### config.mk
export PLATFORM = sky130hd
export DESIGN_NAME = periodic_admit
export DESIGN_NICKNAME = d
export VERILOG_FILES = /design/src/rtl/periodic_admit_pkg.sv /design/src/rtl/periodic_admit_table.sv /design/src/rtl/periodic_admit_dp.sv /design/src/rtl/periodic_admit_ctl.sv /design/src/rtl/periodic_admit.sv
export SDC_FILE = /design/constraint.sdc
export NUM_CORES = 1
export LEC_CHECK = 0
export BUFFER_PORTS_ARGS = -buffer_cell sky130_fd_sc_hd__buf_2
export CAP_MARGIN = 40
export CORE_MARGIN = 8
export CORE_UTILIZATION = 40
export DETAILED_ROUTE_END_ITERATION = 7
export HOLD_SLACK_MARGIN = 0.15
export PLACE_DENSITY = 0.54
export RECOVER_POWER = 100
export SETUP_SLACK_MARGIN = 0.3
export SLEW_MARGIN = 25
export SYNTH_ARGS = -nofsm -noshare
export SYNTH_HDL_FRONTEND = slang
export SYNTH_HIERARCHICAL = 1
export SYNTH_SLANG_ARGS = --single-unit
### constraint.sdc
create_clock -name clk -period 13.94 [get_ports clk]
set_input_delay 2.788 -clock clk [delete_from_list [all_inputs] [get_ports clk]]
set_output_delay 2.788 -clock clk [all_outputs]
set_load 0.03 [all_outputs]
### src/rtl/periodic_admit_pkg.sv
package periodic_admit_pkg;

  typedef enum logic [1:0] {
    ST_SCAN,
    ST_WAIT,
    ST_HALT
  } walk_state_e;

  // control -> datapath strobes
  typedef struct packed {
    logic startTx;
    logic dropTx;
  } ctl_strobe_t;

  // datapath -> control flags
  typedef struct packed {
    logic uframeEnd;
    logic candidate;
    logic fits;
  } dp_flags_t;

endpackage

### src/rtl/periodic_admit_table.sv
module periodic_admit_table #(
  parameter int NUM_ENTRIES = 8,
  parameter int BYTES_W     = 11,
  localparam int ENT_W  = (NUM_ENTRIES > 1) ? $clog2(NUM_ENTRIES) : 1,
  localparam int WALK_W = $clog2(NUM_ENTRIES + 1)
) (
  input  logic               clk,
  input  logic               rstN,
  input  logic               cfgWrite,
  input  logic [ENT_W-1:0]   cfgIndex,
  input  logic               cfgValid,
  input  logic [7:0]         cfgMask,
  input  logic [BYTES_W-1:0] cfgBytes,
  input  logic [WALK_W-1:0]  rdIdx,
  output logic               rdValid,
  output logic [7:0]         rdMask,
  output logic [BYTES_W-1:0] rdBytes
);

  logic [NUM_ENTRIES-1:0] validQ;
  logic [7:0]             maskQ  [NUM_ENTRIES];
  logic [BYTES_W-1:0]     bytesQ [NUM_ENTRIES];

  for (genvar e = 0; e < NUM_ENTRIES; e++) begin : g_entry
    logic hit;
    assign hit = cfgWrite && (cfgIndex == ENT_W'(e));
    always_ff @(posedge clk) begin
      if (!rstN) begin
        validQ[e] <= 1'b0;
        maskQ[e]  <= '0;
        bytesQ[e] <= '0;
      end else if (hit) begin
        validQ[e] <= cfgValid;
        maskQ[e]  <= cfgMask;
        bytesQ[e] <= cfgBytes;
      end
    end
  end

  logic             inRange;
  logic [ENT_W-1:0] rdSel;

  assign inRange = (32'(rdIdx) < NUM_ENTRIES);
  assign rdSel   = rdIdx[ENT_W-1:0];

  always_comb begin
    rdValid = 1'b0;
    rdMask  = '0;
    rdBytes = '0;
    if (inRange) begin
      rdValid = validQ[rdSel];
      rdMask  = maskQ[rdSel];
      rdBytes = bytesQ[rdSel];
    end
  end

endmodule

### src/rtl/periodic_admit_dp.sv
module periodic_admit_dp
  import periodic_admit_pkg::*;
#(
  parameter int NUM_ENTRIES    = 8,
  parameter int BYTES_W        = 11,
  parameter int FRAME_W        = 14,
  parameter int UFRAME_BYTES   = 7500,
  parameter int GUARD_BYTES    = 64,
  parameter int OVERHEAD_BYTES = 30,
  localparam int WALK_W = $clog2(NUM_ENTRIES + 1),
  localparam int TIME_W = $clog2(UFRAME_BYTES)
) (
  input  logic                   clk,
  input  logic                   rstN,
  input  logic                   byteTick,
  input  logic [WALK_W-1:0]      walkIdx,
  input  ctl_strobe_t            strobe,
  input  logic                   rdValid,
  input  logic [7:0]             rdMask,
  input  logic [BYTES_W-1:0]     rdBytes,
  output dp_flags_t              flags,
  output logic [FRAME_W-1:0]     frameIndex,
  output logic                   statusValid,
  output logic [NUM_ENTRIES-1:0] startedMap,
  output logic [NUM_ENTRIES-1:0] droppedMap
);

  localparam logic [TIME_W-1:0]      TIME_TOP  = TIME_W'(UFRAME_BYTES - 1);
  localparam logic [NUM_ENTRIES-1:0] ENT_ONE   = NUM_ENTRIES'(1);
  localparam logic [31:0]            FIXED_ADD = 32'(OVERHEAD_BYTES + GUARD_BYTES);

  logic [TIME_W-1:0]      timeLeft;
  logic [NUM_ENTRIES-1:0] accStarted;
  logic [NUM_ENTRIES-1:0] accDropped;
  logic                   boundary;
  logic [31:0]            needBytes;

  // microframe timer
  assign boundary = byteTick && (timeLeft == '0);

  always_ff @(posedge clk) begin
    if (!rstN) begin
      timeLeft   <= TIME_TOP;
      frameIndex <= '0;
    end else if (byteTick) begin
      if (boundary) begin
        timeLeft   <= TIME_TOP;
        frameIndex <= frameIndex + 1'b1;
      end else begin
        timeLeft <= timeLeft - 1'b1;
      end
    end
  end

  // candidate selection and fit estimate
  assign needBytes       = 32'(rdBytes) + FIXED_ADD;
  assign flags.uframeEnd = boundary;
  assign flags.candidate = rdValid && (rdMask != 8'h00) && rdMask[frameIndex[2:0]];
  assign flags.fits      = (32'(timeLeft) >= needBytes);

  // per-microframe status
  always_ff @(posedge clk) begin
    if (!rstN) begin
      accStarted  <= '0;
      accDropped  <= '0;
      startedMap  <= '0;
      droppedMap  <= '0;
      statusValid <= 1'b0;
    end else if (boundary) begin
      startedMap  <= accStarted;
      droppedMap  <= accDropped;
      statusValid <= 1'b1;
      accStarted  <= '0;
      accDropped  <= '0;
    end else begin
      statusValid <= 1'b0;
      if (strobe.startTx) accStarted <= accStarted | (ENT_ONE << walkIdx);
      if (strobe.dropTx)  accDropped <= accDropped | (ENT_ONE << walkIdx);
    end
  end

endmodule

### src/rtl/periodic_admit_ctl.sv
module periodic_admit_ctl
  import periodic_admit_pkg::*;
#(
  parameter int NUM_ENTRIES = 8,
  localparam int ENT_W  = (NUM_ENTRIES > 1) ? $clog2(NUM_ENTRIES) : 1,
  localparam int WALK_W = $clog2(NUM_ENTRIES + 1)
) (
  input  logic              clk,
  input  logic              rstN,
  input  dp_flags_t         flags,
  input  logic              txDone,
  output ctl_strobe_t       strobe,
  output logic [WALK_W-1:0] walkIdx,
  output logic              txStart,
  output logic [ENT_W-1:0]  txIndex
);

  localparam logic [WALK_W-1:0] WALK_END = WALK_W'(NUM_ENTRIES);

  walk_state_e state;
  logic        evalNow;

  assign evalNow        = (state == ST_SCAN) && !flags.uframeEnd &&
                          (walkIdx < WALK_END) && flags.candidate;
  assign strobe.startTx = evalNow && flags.fits;
  assign strobe.dropTx  = evalNow && !flags.fits;

  always_ff @(posedge clk) begin
    if (!rstN) begin
      state   <= ST_SCAN;
      walkIdx <= '0;
      txStart <= 1'b0;
      txIndex <= '0;
    end else if (flags.uframeEnd) begin
      state   <= ST_SCAN;
      walkIdx <= '0;
      txStart <= 1'b0;
    end else begin
      txStart <= 1'b0;
      unique case (state)
        ST_SCAN: begin
          if (walkIdx >= WALK_END) begin
            state <= ST_HALT;
          end else if (strobe.startTx) begin
            txStart <= 1'b1;
            txIndex <= walkIdx[ENT_W-1:0];
            state   <= ST_WAIT;
          end else if (strobe.dropTx) begin
            state <= ST_HALT;
          end else begin
            walkIdx <= walkIdx + 1'b1;
          end
        end
        ST_WAIT: begin
          if (txDone) begin
            walkIdx <= walkIdx + 1'b1;
            state   <= ST_SCAN;
          end
        end
        default: state <= ST_HALT;
      endcase
    end
  end

endmodule

### src/rtl/periodic_admit.sv
module periodic_admit
  import periodic_admit_pkg::*;
#(
  parameter int NUM_ENTRIES    = 8,
  parameter int BYTES_W        = 11,
  parameter int FRAME_W        = 14,
  parameter int UFRAME_BYTES   = 7500,
  parameter int GUARD_BYTES    = 64,
  parameter int OVERHEAD_BYTES = 30,
  localparam int ENT_W  = (NUM_ENTRIES > 1) ? $clog2(NUM_ENTRIES) : 1,
  localparam int WALK_W = $clog2(NUM_ENTRIES + 1)
) (
  input  logic                   clk,
  input  logic                   rstN,
  input  logic                   byteTick,
  input  logic                   cfgWrite,
  input  logic [ENT_W-1:0]       cfgIndex,
  input  logic                   cfgValid,
  input  logic [7:0]             cfgMask,
  input  logic [BYTES_W-1:0]     cfgBytes,
  output logic                   txStart,
  output logic [ENT_W-1:0]       txIndex,
  input  logic                   txDone,
  output logic [FRAME_W-1:0]     frameIndex,
  output logic                   statusValid,
  output logic [NUM_ENTRIES-1:0] startedMap,
  output logic [NUM_ENTRIES-1:0] droppedMap
);

  ctl_strobe_t        ctlStrobe;
  dp_flags_t          dpFlags;
  logic [WALK_W-1:0]  walkIdx;
  logic               rdValid;
  logic [7:0]         rdMask;
  logic [BYTES_W-1:0] rdBytes;
  logic               walkDrop;

  assign walkDrop = ctlStrobe.dropTx;

  periodic_admit_table #(
    .NUM_ENTRIES(NUM_ENTRIES), .BYTES_W(BYTES_W)
  ) u_table (
    .clk(clk), .rstN(rstN),
    .cfgWrite(cfgWrite), .cfgIndex(cfgIndex), .cfgValid(cfgValid),
    .cfgMask(cfgMask), .cfgBytes(cfgBytes),
    .rdIdx(walkIdx), .rdValid(rdValid), .rdMask(rdMask), .rdBytes(rdBytes)
  );

  periodic_admit_dp #(
    .NUM_ENTRIES(NUM_ENTRIES), .BYTES_W(BYTES_W), .FRAME_W(FRAME_W),
    .UFRAME_BYTES(UFRAME_BYTES), .GUARD_BYTES(GUARD_BYTES),
    .OVERHEAD_BYTES(OVERHEAD_BYTES)
  ) u_dp (
    .clk(clk), .rstN(rstN), .byteTick(byteTick),
    .walkIdx(walkIdx), .strobe(ctlStrobe),
    .rdValid(rdValid), .rdMask(rdMask), .rdBytes(rdBytes),
    .flags(dpFlags), .frameIndex(frameIndex), .statusValid(statusValid),
    .startedMap(startedMap), .droppedMap(droppedMap)
  );

  periodic_admit_ctl #(
    .NUM_ENTRIES(NUM_ENTRIES)
  ) u_ctl (
    .clk(clk), .rstN(rstN), .flags(dpFlags), .txDone(txDone),
    .strobe(ctlStrobe), .walkIdx(walkIdx),
    .txStart(txStart), .txIndex(txIndex)
  );

endmodule

**Word level (Yosys, flattened, before mapping)**

Memories as Yosys holds them, arrays and structs flattened. A register that Yosys moved wholly into a read port is not among the register bits.
Cells that the tools add are included.

- Add/sub/neg operators: 4
- $lt $le $gt $ge: 6
- Equal/unequal tests: 13
- Shift-type cells: 1
- Multiplexer cells: 65
- Bitwise gates (word level): 22
- Reductions and logical operators: 29

Operators with widths:

| operator | count |
|---|---|
| $mux W11 | 9 |
| $mux W8 | 9 |
| $ge A13 B32 Y1 | 1 |
| $mux W1 | 30 |
| $logic_and A1 B1 Y1 | 16 |
| $mux W4 | 4 |
| $or A1 B1 Y1 | 16 |
| $or A8 B8 Y8 | 2 |
| $add A14 B1 Y14 const B | 1 |
| $logic_not A13 Y1 | 1 |
| $mux W13 | 1 |
| $sub A13 B1 Y13 const B | 1 |
| $add A11 B7 Y12 const B | 1 |
| $eq A3 B3 Y1 const B | 4 |
| $mux W3 | 4 |
| $lt A3 B4 Y1 const B | 2 |
| $lt A4 B4 Y1 const B | 2 |
| $mux W2 | 4 |
| $ne A2 B2 Y1 const B | 4 |
| $pmux W4 S2 | 1 |
| $reduce_bool A8 Y1 | 1 |
| $shl A1 B4 Y8 const A | 1 |
| $bmux W1 S3 | 2 |
| $eq A3 B2 Y1 const B | 2 |
| 16 further kinds | 21 |

- Flip-flop bits (word level): 78
- RAM bits: 152
- Bits of input ports: 28
- Output and inout bits: 35
- Logic and storage cells: 161
- Memories kept: 2

Memory list:

| name | depth | bits a word | read ports | clocked after memory_dff | write ports | line | RTL |
|---|---|---|---|---|---|---|---|
| u_table.bytesQ | 8 | 11 | 1 | 1 | 8 | periodic_admit_table.sv:22 | `logic [BYTES_W-1:0] bytesQ [NUM_ENTRIES];` |
| u_table.maskQ | 8 | 8 | 1 | 1 | 8 | periodic_admit_table.sv:21 | `logic [7:0] maskQ [NUM_ENTRIES];` |

**Longest topological paths before layout**

Gate-level depths: netlist of the first run.

- Depth after elaboration: 13
- Gate-level depth with buffers: 21
- Mapped depth without buffers: 19

**Hierarchy**

The synthesis of the first run kept the hierarchy.

By module, submodules not included:

| module | instances | cells each | area an instance (µm²) | seq. area each (µm²) |
|---|---|---|---|---|
| periodic_admit_table | 1 | 466 | 7,434.6 | 4,724.5 |
| periodic_admit_dp | 1 | 323 | 2,793.9 | 1,201.2 |
| periodic_admit_ctl | 1 | 51 | 511.7 | 200.2 |

**Least setup slack after synthesis of the first run**

Ideal clock, no wire load.

- Path type: input to register
- Start point: in cfgWrite
- End point: mem u_table.bytesQ[4][0], enable pin
- Library setup time: 425 ps
- Arrival time: 4,576 ps
- Required time: 13,515 ps
- Slack: 8,940 ps
- Cell stages on the path: 3
- Path buffers: 1
- Cell sequence: buf_2 nand2_1 o31ai_1

RTL lines:

| what | line | RTL |
|---|---|---|
| start, declared | periodic_admit.sv:16 | `input logic cfgWrite,` |
| end, declared | periodic_admit_table.sv:22 |  |

==> flow_summary.toml, run 1 <==
[status]
status = "finished, violations left"
failing_checks = "capacitance limit, slew limit"

[global_routing]
first_global_vias = 6759
global_route.overflow_total = 0
grt_start_max_net_pins = 47
antenna_found_initial = 4
wire_length_of_the_first_global_routing_pass_um = 39300
global_route.usage.total_pct = 15.3

[yosys]
yosys.cell_types.count = 59
synth-seq-cells = 230
share_of_flip_flops_with_an_asynchronous_set_or_reset_pct = 0
ys.flop_type = "sky130_fd_sc_hd__edfxtp_1"
synthesis.instances = 840
synth_warnings = 6
post_synth_instance_area_um2 = 10700
syn-num-nets = 885
synth_enable_flop_cells = 152
seq_area_frac_synth_pct = 57.0
synth_area_per_cell_um2 = 12.8

[clock_tree]
cts_repair_resize_count = 0
path_clk_slew_ns = 0.06
tritoncts.num_buffers = 27
cts_setup_buffers = 0
worstSkewPairLatency_ns = 0.54
tritoncts_num_sinks = 230
cts_max_path_buffers = 3
cts-hold-fix-buffers = 0
ctsHtreeMaxLevel = 1
tritoncts = "built"
clockRootBuffer = "sky130_fd_sc_hd__clkbuf_16"

[sta]
slew_headroom_pct = -85.5
actual_transition_at_the_worst_max_transition_pin_ns = 2.78
report.final.setup_viol = 0
final-max-slew-violation-count = 315
rsz0062_at_grt = "false"
final_hold_viol_count = 0
skew_ns = 0.0132
finalCritPeriodShare_pct = 58.0
final_tns_setup_ns = 0
final_period_minus_worst_setup_slack_ns = 8.08
timing.fmax_mhz = 124
final_critical_path_setup_slack_ns = 5.86

[floorplan]
num_io_pins = 63
floorplan.rows = 60
floorplan.die.width_um = 180
design.die.area_um2 = 32300
coreArea_um2 = 26700
floorplan.die.height_um = 180
floorplan.initialDensity_pct = 40.3

[power_and_ir_drop]
power.density_cell_area_nw_per_um2 = 135
cellLeakagePower_nw = 4.05
max_rail_drop_vdd_v = 0.000101

[critical_path]
arrival_ns = 8.53
cp_startpoint_kind = "register"
timing.setup.critical_path_class = "reg2reg"
critical_path_required_ns = 14.39
path_max_fanout = 31
critical_path.endpoint_type = "register"

[finish]
final.fill_count = 2502
area_growth_syn_to_layout_pct = 11.4
share_of_post_route_cells_with_drive_strength_above_1_pct = 12.7
multi_input_comb_area_um2 = 4190
nNetsFinal = 950
sequential_standard_cell_area_um2 = 6130

[route]
vias_per_cell = 5.16
route.detailed.wl_per_inst_um = 20.0
drc = 0
drt-initial-drc-count = 376
detailroute.via_count = 6527
detail-route-antenna-nets = 0
wirelength_um = 25300
drt_first_pass_iters = 4

[flow_run]
timing.max_cap.violations = 16

[min_path]
hold_path.class = "reg2reg"

[placed_design]
port_buffers = 62
dp_hpwl_um = 15500
gp_routability_congestion = 0.724
dp_worst_setup_slack_ns = 8.35
through the flow:
step / hold WS [ns] / instances / power (mW) / util (%) / cell area, µm²
2_1_floorplan: 0.431 / 840 / 0.916 / - / 10700
6_report: 0.454 / 1266 / 1.61 / 44.9 / 12000
3_3_place_gp: 0.441 / 1213 / 0.965 / 42.5 / 11300
5_1_grt: 0.470 / 1265 / 1.68 / 44.9 / 12000
3_5_place_dp: 0.445 / 1217 / 0.970 / 42.8 / 11400
4_1_cts: 0.454 / 1264 / 1.64 / 46.0 / 12200
logic make-up after synthesis:
group                      count (synthesis)  share of synthesized area (%)
xor gates and xnor gates                  21                           1.71
adders and majority gates                 17                           1.98
muxes                                     71                           11.5
buffers and inverters                     55                           3.03
DFF                                      230                           57.0
and+or+nand+nor                          355                           19.7
AOI/OAI and AO/OA                         91                           5.03
final cells by class:
| class | count | area share (%) |
|---|---|---|
| Clock inverter | 9 | 0.753 |
| Sequential cell | 230 | 51.2 |
| Tap cell | 341 | 3.56 |
| Antenna cell | 2 | 0.0418 |
| Clock buffer | 38 | 6.25 |
| Timing Repair Buffer | 77 | 2.76 |
| Multi-Input combinational cell | 555 | 35.0 |
| Inverter | 14 | 0.450 |
cells in the mapped netlist, types with 13 or more instances:
cell                       number  share of area [%]
sky130_fd_sc_hd__and2_1       153                8.9
sky130_fd_sc_hd__edfxtp_1     152                 42
sky130_fd_sc_hd__dfxtp_1       78                 15
sky130_fd_sc_hd__nand2_1       59                2.1
sky130_fd_sc_hd__nor2_1        47                1.6
sky130_fd_sc_hd__a21oi_1       44                2.1
sky130_fd_sc_hd__mux4_2        42                8.8
sky130_fd_sc_hd__mux2i_1       29                2.7
sky130_fd_sc_hd__ha_1          17                2.0
sky130_fd_sc_hd__clkbuf_1      13               0.45
sky130_fd_sc_hd__inv_1         13               0.45
sky130_fd_sc_hd__nor2b_1       13               0.76
sky130_fd_sc_hd__or4_1         13               0.91
registers in the layout, indices dropped and copies added, names as in the netlist, 2 cells and up:
register,flops
u_dp/accDropped,8
u_dp/accStarted,8
u_ctl/state,2
u_table/validQ,8
u_dp/frameIndex,14
u_dp/droppedMap,8
u_ctl/walkIdx,4
u_dp/timeLeft,13
u_dp/startedMap,8
u_table/maskQ,64
u_ctl/txIndex,3
u_table/bytesQ,88
worst paths after layout:
| kind | end | cells after the start | from | slack (ns) |
|---|---|---|---|---|
| hold reg to reg | u_dp/startedMap[0] | 2 | u_dp/startedMap[0] | 0.45 |
| setup reg to reg | u_dp/accStarted[2] | 16 | u_ctl/walkIdx[1] | 5.86 |
| hold / removal | u_dp/startedMap[0] | 2 | u_dp/startedMap[0] | 0.45 |
| setup / recovery | u_dp/accStarted[2] | 16 | u_ctl/walkIdx[1] | 5.86 |
worst max-delay path, cell delays in order (launching register included):
cell and delay, ns:
sky130_fd_sc_hd__dfxtp_1 0.99, sky130_fd_sc_hd__clkbuf_1 2.04, sky130_fd_sc_hd__mux4_2 0.70, sky130_fd_sc_hd__mux2i_1 0.32
sky130_fd_sc_hd__nor2_1 0.16, sky130_fd_sc_hd__or3b_2 0.52, sky130_fd_sc_hd__a21oi_1 0.29, sky130_fd_sc_hd__nor2_1 0.10
sky130_fd_sc_hd__xnor2_1 0.14, sky130_fd_sc_hd__ha_1 0.30, sky130_fd_sc_hd__nand3_1 0.08, sky130_fd_sc_hd__o31ai_1 0.53
sky130_fd_sc_hd__clkinvlp_2 0.22, sky130_fd_sc_hd__nor3_1 1.03, sky130_fd_sc_hd__nor2b_1 0.35, sky130_fd_sc_hd__a21oi_1 0.10
sky130_fd_sc_hd__nor2_1 0.10
cell usage in the layout, fill, tap and decap left out, drive strengths merged, types with 2 or more instances in the layout:
master / count
a21boi: 3
a21o: 2
a21oi: 44
a31oi: 9
and2: 153
buf: 27
clkbuf: 88
clkinv: 6
clkinvlp: 2
dfxtp: 78
diode: 2
edfxtp: 152
ha: 17
inv: 14
mux2i: 29
mux4: 42
nand2: 60
nand2b: 8
nand3: 6
nand4: 5
nand4b: 4
nand4bb: 2
nor2: 53
nor2b: 13
nor3: 8
nor3b: 4
nor4: 2
o21a: 2
o21ai: 11
o31ai: 12
or3: 13
or4: 15
or4b: 2
xnor2: 12
xor2: 9
report_power, final:
group,leakage [nW],total [mW],switching [mW],internal (mW)
Clock,0.408,0.665,0.272,0.393
Combinational,1.54,0.176,0.0984,0.0775
Sequential,2.10,0.772,0.0122,0.760
Total,4.05,1.61,0.383,1.23
metal layers:
metal	routed length (µm)	global-route usage [%]	up-vias	share of wire [%]
met5	33	0	-	0.13
met4	469	4.03	6	1.9
met3	1220	2.72	39	4.8
met2	12300	26.3	140	48
met1	11300	19.6	3163	45
li1	-	-	3179	-
Note: power is estimated with default switching activity, not from simulation.
==> run 2: changes to the inputs <==
--- a/config.mk
+++ b/config.mk
@@ -11,7 +11,7 @@
 export CORE_UTILIZATION = 40
 export DETAILED_ROUTE_END_ITERATION = 7
 export HOLD_SLACK_MARGIN = 0.15
-export PLACE_DENSITY = 0.54
+export PLACE_DENSITY = 0.56
 export RECOVER_POWER = 100
 export SETUP_SLACK_MARGIN = 0.3
 export SLEW_MARGIN = 25
==> constraint.sdc (replaced) <==
create_clock -name clk -period 6.9 [get_ports clk]
set_input_delay 1.38 -clock clk [delete_from_list [all_inputs] [get_ports clk]]
set_output_delay 1.38 -clock clk [all_outputs]
set_load 0.03 [all_outputs]
==> flow_summary.toml, run 2 (same netlist as run 1, synthesis figures left out) <==
[clock_tree]
path_clk_slew_ns = 0.06
tritoncts.num_buffers = 27
cts_max_path_buffers = 3
cts_repair_resize_count = 0
ctsHtreeMaxLevel = 1
tritoncts_num_sinks = 230
cts-hold-fix-buffers = 0
worstSkewPairLatency_ns = 0.55
cts_setup_buffers = 0
clockRootBuffer = "sky130_fd_sc_hd__clkbuf_16"
tritoncts = "built"

[sta]
final_period_minus_worst_setup_slack_ns = 5.61
slew_headroom_pct = -22.3
final_tns_setup_ns = 0
report.final.setup_viol = 0
rsz0062_at_grt = "false"
final_hold_viol_count = 0
timing.fmax_mhz = 178
actual_transition_at_the_worst_max_transition_pin_ns = 1.83
final_critical_path_setup_slack_ns = 1.29
skew_ns = 0.0154
final-max-slew-violation-count = 190
finalCritPeriodShare_pct = 81.3

[critical_path]
timing.setup.critical_path_class = "reg2reg"
path_max_fanout = 40
cpMostUsedCell = "sky130_fd_sc_hd__nor2_1"
worstPathCellList = "buf_4 > mux4_2 > mux2i_1 > nor2_1 > inv_1 > ha_1 > or3b_2 > a21oi_1 > nor2_1 > xnor2_1 > ha_1 > nand3_1 > o31ai_1 > bufinv_8 > nor3_1 > nor2b_1 > a21oi_1 > nor2_1"
regToRegStartpoint = "u_ctl/walkIdx[2]"
reg2reg_slack_ns = 1.29
path_delay_family = "simple AND/OR/NAND/NOR gates"
cp_slowest_stage_delay_ns = 0.94
r2r_end = "u_dp/accStarted[4]"
critical-path-slowest-cell = "sky130_fd_sc_hd__nor3_1"
critical_path.endpoint_type = "register"
critical_path_required_ns = 7.36
r2r.worst_path.cells = 18
worstSetupEndpoint = "u_dp/accStarted[4]"
arrival_ns = 6.07
cp.depth = 18
cp_num_buf_inv = 3
cp-startpoint = "u_ctl/walkIdx[2]"
cp_startpoint_kind = "register"

[floorplan]
coreArea_um2 = 26700
num_io_pins = 63
floorplan.initialDensity_pct = 40.3
design.die.area_um2 = 32300
floorplan.die.height_um = 180
floorplan.die.width_um = 180
floorplan.rows = 60

[route]
drt_first_pass_iters = 4
wirelength_um = 25100
drc = 0
route.detailed.wl_per_inst_um = 19.8
drt-initial-drc-count = 380
detailroute.via_count = 6639
vias_per_cell = 5.25
detail-route-antenna-nets = 0

[flow_run]
timing.max_cap.violations = 10

[power_and_ir_drop]
cellLeakagePower_nw = 4.12
max_rail_drop_vdd_v = 0.000171
power.density_cell_area_nw_per_um2 = 279

[placed_design]
gp_routability_congestion = 0.722
port_buffers = 62
dp_worst_setup_slack_ns = 1.84
dp_hpwl_um = 15600

[finish]
sequential_standard_cell_area_um2 = 6130
nNetsFinal = 948
layout.cells.most_common = "sky130_fd_sc_hd__edfxtp_1"
final.fill_count = 2499
multi_input_comb_area_um2 = 4190
area_growth_syn_to_layout_pct = 12.4
layout_common_cells = "152 x sky130_fd_sc_hd__edfxtp_1, 86 x sky130_fd_sc_hd__and2_0, 75 x sky130_fd_sc_hd__dfxtp_1"
top_regs = "u_table/bytesQ: 88 flops, u_table/maskQ: 64 flops, u_dp/frameIndex: 14 flops"
regMostFlops = "u_table/bytesQ"
largest_register_ffs = 88
share_of_post_route_cells_with_drive_strength_above_1_pct = 13.2

[global_routing]
grt_start_max_net_pins = 41
wire_length_of_the_first_global_routing_pass_um = 39700
first_global_vias = 6756
global_route.usage.total_pct = 15.4
antenna_found_initial = 1
global_route.overflow_total = 0

[status]
status = "finished, violations left"
failing_checks = "capacitance limit, slew limit"

[min_path]
hold_path.class = "reg2reg"
hold_start = "u_dp/startedMap[0]"
==> run 2: how the worst min path moves through the flow <==
| stage | to | cells past startpoint |
|---|---|---|
| 6_report | u_dp/startedMap[0] | 2 |
| 5_1_grt | u_dp/startedMap[1] | 2 |
| 3_5_place_dp | u_dp/droppedMap[6] | 2 |
| 3_3_place_gp | u_dp/startedMap[0] | 2 |
| 2_1_floorplan | u_dp/droppedMap[1] | 2 |
| 4_1_cts | u_dp/droppedMap[6] | 2 |
==> run 2: final cells by class <==
type | instances | share of cell area [%]
inverter | 14 | 0.549
sequential | 230 | 50.8
clock buffer | 36 | 6.56
clock inverter | 13 | 1.07
timing repair buffer | 75 | 2.77
multi-input combinational | 555 | 34.7
tap | 341 | 3.54
antenna | 1 | 0.0207
==> run 2: metrics by stage <==
stage | hold WS [ns] | power (mW) | utilization, % | instances | cell area (µm²)
after floorplan | 0.431 | 1.85 | - | 840 | 10700
after global placement | 0.440 | 1.95 | 42.5 | 1210 | 11300
after detailed placement | 0.444 | 1.96 | 42.8 | 1215 | 11400
after CTS | 0.453 | 3.42 | 46.3 | 1264 | 12300
after global routing | 0.478 | 3.49 | 45.3 | 1264 | 12100
final | 0.452 | 3.36 | 45.3 | 1265 | 12100
==> run 2: routing by layer <==
layer | wire length (µm) | vias up | global-route usage, %
li1 | - | 3183 | -
met1 | 11400 | 3284 | 20.2
met2 | 12100 | 138 | 26.3
met3 | 1120 | 34 | 2.56
met4 | 495 | 0 | 3.77
met5 | 0 | - | 0
==> run 2: tightest hold or removal path: stages (launching register included) <==
cell,delay (ns)
sky130_fd_sc_hd__dfxtp_1,0.31
sky130_fd_sc_hd__nand2_1,0.05
sky130_fd_sc_hd__a21oi_1,0.05
==> run 2: power breakdown <==
| group | switching, mW | leakage [nW] | internal, mW | total (mW) |
|---|---|---|---|---|
| Sequential | 0.0321 | 2.10 | 1.54 | 1.57 |
| Clock | 0.571 | 0.455 | 0.882 | 1.45 |
| Combinational | 0.191 | 1.56 | 0.153 | 0.345 |
| Total | 0.794 | 4.12 | 2.57 | 3.36 |
==> run 3: changes to the inputs <==
--- a/config.mk
+++ b/config.mk
@@ -11,7 +11,7 @@
 export CORE_UTILIZATION = 40
 export DETAILED_ROUTE_END_ITERATION = 7
 export HOLD_SLACK_MARGIN = 0.15
-export PLACE_DENSITY = 0.56
+export PLACE_DENSITY = 0.54
 export RECOVER_POWER = 100
 export SETUP_SLACK_MARGIN = 0.3
 export SLEW_MARGIN = 25
==> constraint.sdc (replaced) <==
create_clock -name clk -period 5.55 [get_ports clk]
set_input_delay 1.11 -clock clk [delete_from_list [all_inputs] [get_ports clk]]
set_output_delay 1.11 -clock clk [all_outputs]
set_load 0.03 [all_outputs]
==> flow_summary.toml, run 3 (same netlist as run 1, synthesis figures left out) <==
[status]
status = "finished, violations left"
failing_checks = "capacitance limit, slew limit"

[route]
wirelength_um = 25600
route.detailed.wl_per_inst_um = 20.3
detailroute.via_count = 6604
detail-route-antenna-nets = 0
drt_first_pass_iters = 5
drt-initial-drc-count = 381
vias_per_cell = 5.23
drc = 0

[clock_tree]
ctsHtreeMaxLevel = 1
clockRootBuffer = "sky130_fd_sc_hd__clkbuf_16"
tritoncts_num_sinks = 230
tritoncts = "built"
cts_repair_resize_count = 0
worstSkewPairLatency_ns = 0.54
cts-hold-fix-buffers = 0
tritoncts.num_buffers = 26
cts_max_path_buffers = 3
path_clk_slew_ns = 0.06
cts_setup_buffers = 0

[global_routing]
global_route.usage.total_pct = 15.7
grt_start_max_net_pins = 31
wire_length_of_the_first_global_routing_pass_um = 40200
antenna_found_initial = 2
global_route.overflow_total = 0
first_global_vias = 6852

[sta]
final_hold_viol_count = 0
rsz0062_at_grt = "false"
slew_headroom_pct = -19.6
final_tns_setup_ns = 0
final-max-slew-violation-count = 285
skew_ns = 0.0200
finalCritPeriodShare_pct = 86.9
actual_transition_at_the_worst_max_transition_pin_ns = 1.79
timing.fmax_mhz = 207
report.final.setup_viol = 0
final_period_minus_worst_setup_slack_ns = 4.82

[finish]
largest_register_ffs = 88
post-route-util_pct = 45.0
area_growth_syn_to_layout_pct = 11.7
top_regs = "u_table/bytesQ: 88 flops, u_table/maskQ: 64 flops, u_dp/frameIndex: 14 flops"
layout.cells.most_common = "sky130_fd_sc_hd__edfxtp_1"
regMostFlops = "u_table/bytesQ"
antenna_diodes = 0
nNetsFinal = 951
finish.instance_area_um2 = 12000
share_of_post_route_cells_with_drive_strength_above_1_pct = 13.0
layout_common_cells = "152 x sky130_fd_sc_hd__edfxtp_1, 94 x sky130_fd_sc_hd__and2_0, 75 x sky130_fd_sc_hd__dfxtp_1"

[floorplan]
num_io_pins = 63
floorplan.rows = 60
floorplan.die.height_um = 180
coreArea_um2 = 26700
floorplan.die.width_um = 180
design.die.area_um2 = 32300
floorplan.initialDensity_pct = 40.3

[power_and_ir_drop]
intPower_mw = 3.10
power.density_cell_area_nw_per_um2 = 338
power.switching_uw = 947
power_frac_comb_pct = 10.6
cellLeakagePower_nw = 4.07
p_seq_share_pct = 48.2
max_rail_drop_vdd_v = 0.000204
total_power_mw = 4.05
power.clock.fraction_pct = 41.2
p_sw_share_pct = 23.4

[critical_path]
arrival_ns = 5.27
cp_slowest_stage_delay_ns = 0.59
critical_path.endpoint_type = "register"
cp-startpoint = "u_ctl/walkIdx[1]"
cpMostUsedCell = "sky130_fd_sc_hd__nor2_1"
reg2reg_slack_ns = 0.73
critical_path_required_ns = 6.00
critical-path-slowest-cell = "sky130_fd_sc_hd__dfxtp_4"
regToRegStartpoint = "u_ctl/walkIdx[1]"
cp_startpoint_kind = "register"
worstPathCellList = "mux4_2 > mux2i_1 > nor2_1 > inv_1 > ha_1 > or3b_2 > a21oi_1 > nor2_1 > xnor2_1 > ha_1 > nand3_1 > o31ai_1 > bufinv_8 > nor3_4 > nor2b_1 > a21oi_1 > nor2_1"
timing.setup.critical_path_class = "reg2reg"
path_max_fanout = 23

[placed_design]
port_buffers = 62
dp_hpwl_um = 15900
placed_cell_area_um2 = 11400
gp_routability_congestion = 0.720

[min_path]
hold_start = "u_dp/accDropped[1]"
hold_path.class = "reg2reg"

[flow_run]
timing.max_cap.violations = 15
run 3: changes by cell type in the layout (fill, tap and decap cells not counted), moves of 2 or more:
| cell | before | now |
|---|---|---|
| sky130_fd_sc_hd__and2_0 | 86 | 94 |
| sky130_fd_sc_hd__and2_1 | 67 | 59 |
| sky130_fd_sc_hd__buf_4 | 3 | 5 |
| sky130_fd_sc_hd__clkbuf_1 | 50 | 52 |
| sky130_fd_sc_hd__clkbuf_16 | 29 | 26 |
| sky130_fd_sc_hd__clkbuf_8 | 4 | 1 |
run 3: critical path: cells and delay by family, from the launching register on:
kind / cells / cell delay [ns]
flops: 1 / 0.59
buf+inv: 2 / 0.37
simple gates: 7 / 1.58
fa+ha+maj: 2 / 0.47
xor+xnor: 1 / 0.13
mux: 2 / 0.73
compound gates: 3 / 0.88
run 3: area by class of cell:
cell class | instances | area (µm²)
clock buffer | 30 | 676
timing repair buffer | 79 | 347
tap | 341 | 427
fill | 2477 | 14700
inverter | 14 | 66.3
multi-input combinational | 555 | 4200
sequential | 230 | 6130
clock inverter | 13 | 149
run 3: path summary, 6_finish.rpt:
| check | endpoint | cells after the start |
|---|---|---|
| setup reg to reg | u_dp/accStarted[0] | 17 |
| setup / recovery | u_dp/accStarted[0] | 17 |
| hold reg to reg | u_dp/droppedMap[1] | 2 |
| hold / removal | u_dp/droppedMap[1] | 2 |
run 3: power groups by stage:
stage               registers [mW]  logic [mW]  clock network (mW)
detailed placement            1.99       0.453                   0
finish                        1.95       0.432                1.67
global route                  1.96       0.477                1.77
floorplan                     1.96       0.340                   0
global placement              1.99       0.443                   0
CTS                           1.95       0.454                1.71
run 3: per-layer routing:
layer	wire (µm)	vias up	GRT usage, %
li1	-	3189	-
met1	11700	3216	20.4
met2	12200	142	26.7
met3	995	53	2.34
met4	676	4	4.93
met5	23	-	0
run 3: through the flow:
stage          setup WS (ns)  hold slack (ns)  cells
3_5_place_dp           0.663            0.446   1219
3_3_place_gp           0.795            0.440   1215
2_1_floorplan           1.19            0.431    840
4_1_cts                0.642            0.454   1262
6_report               0.726            0.452   1262
5_1_grt                0.306            0.471   1262
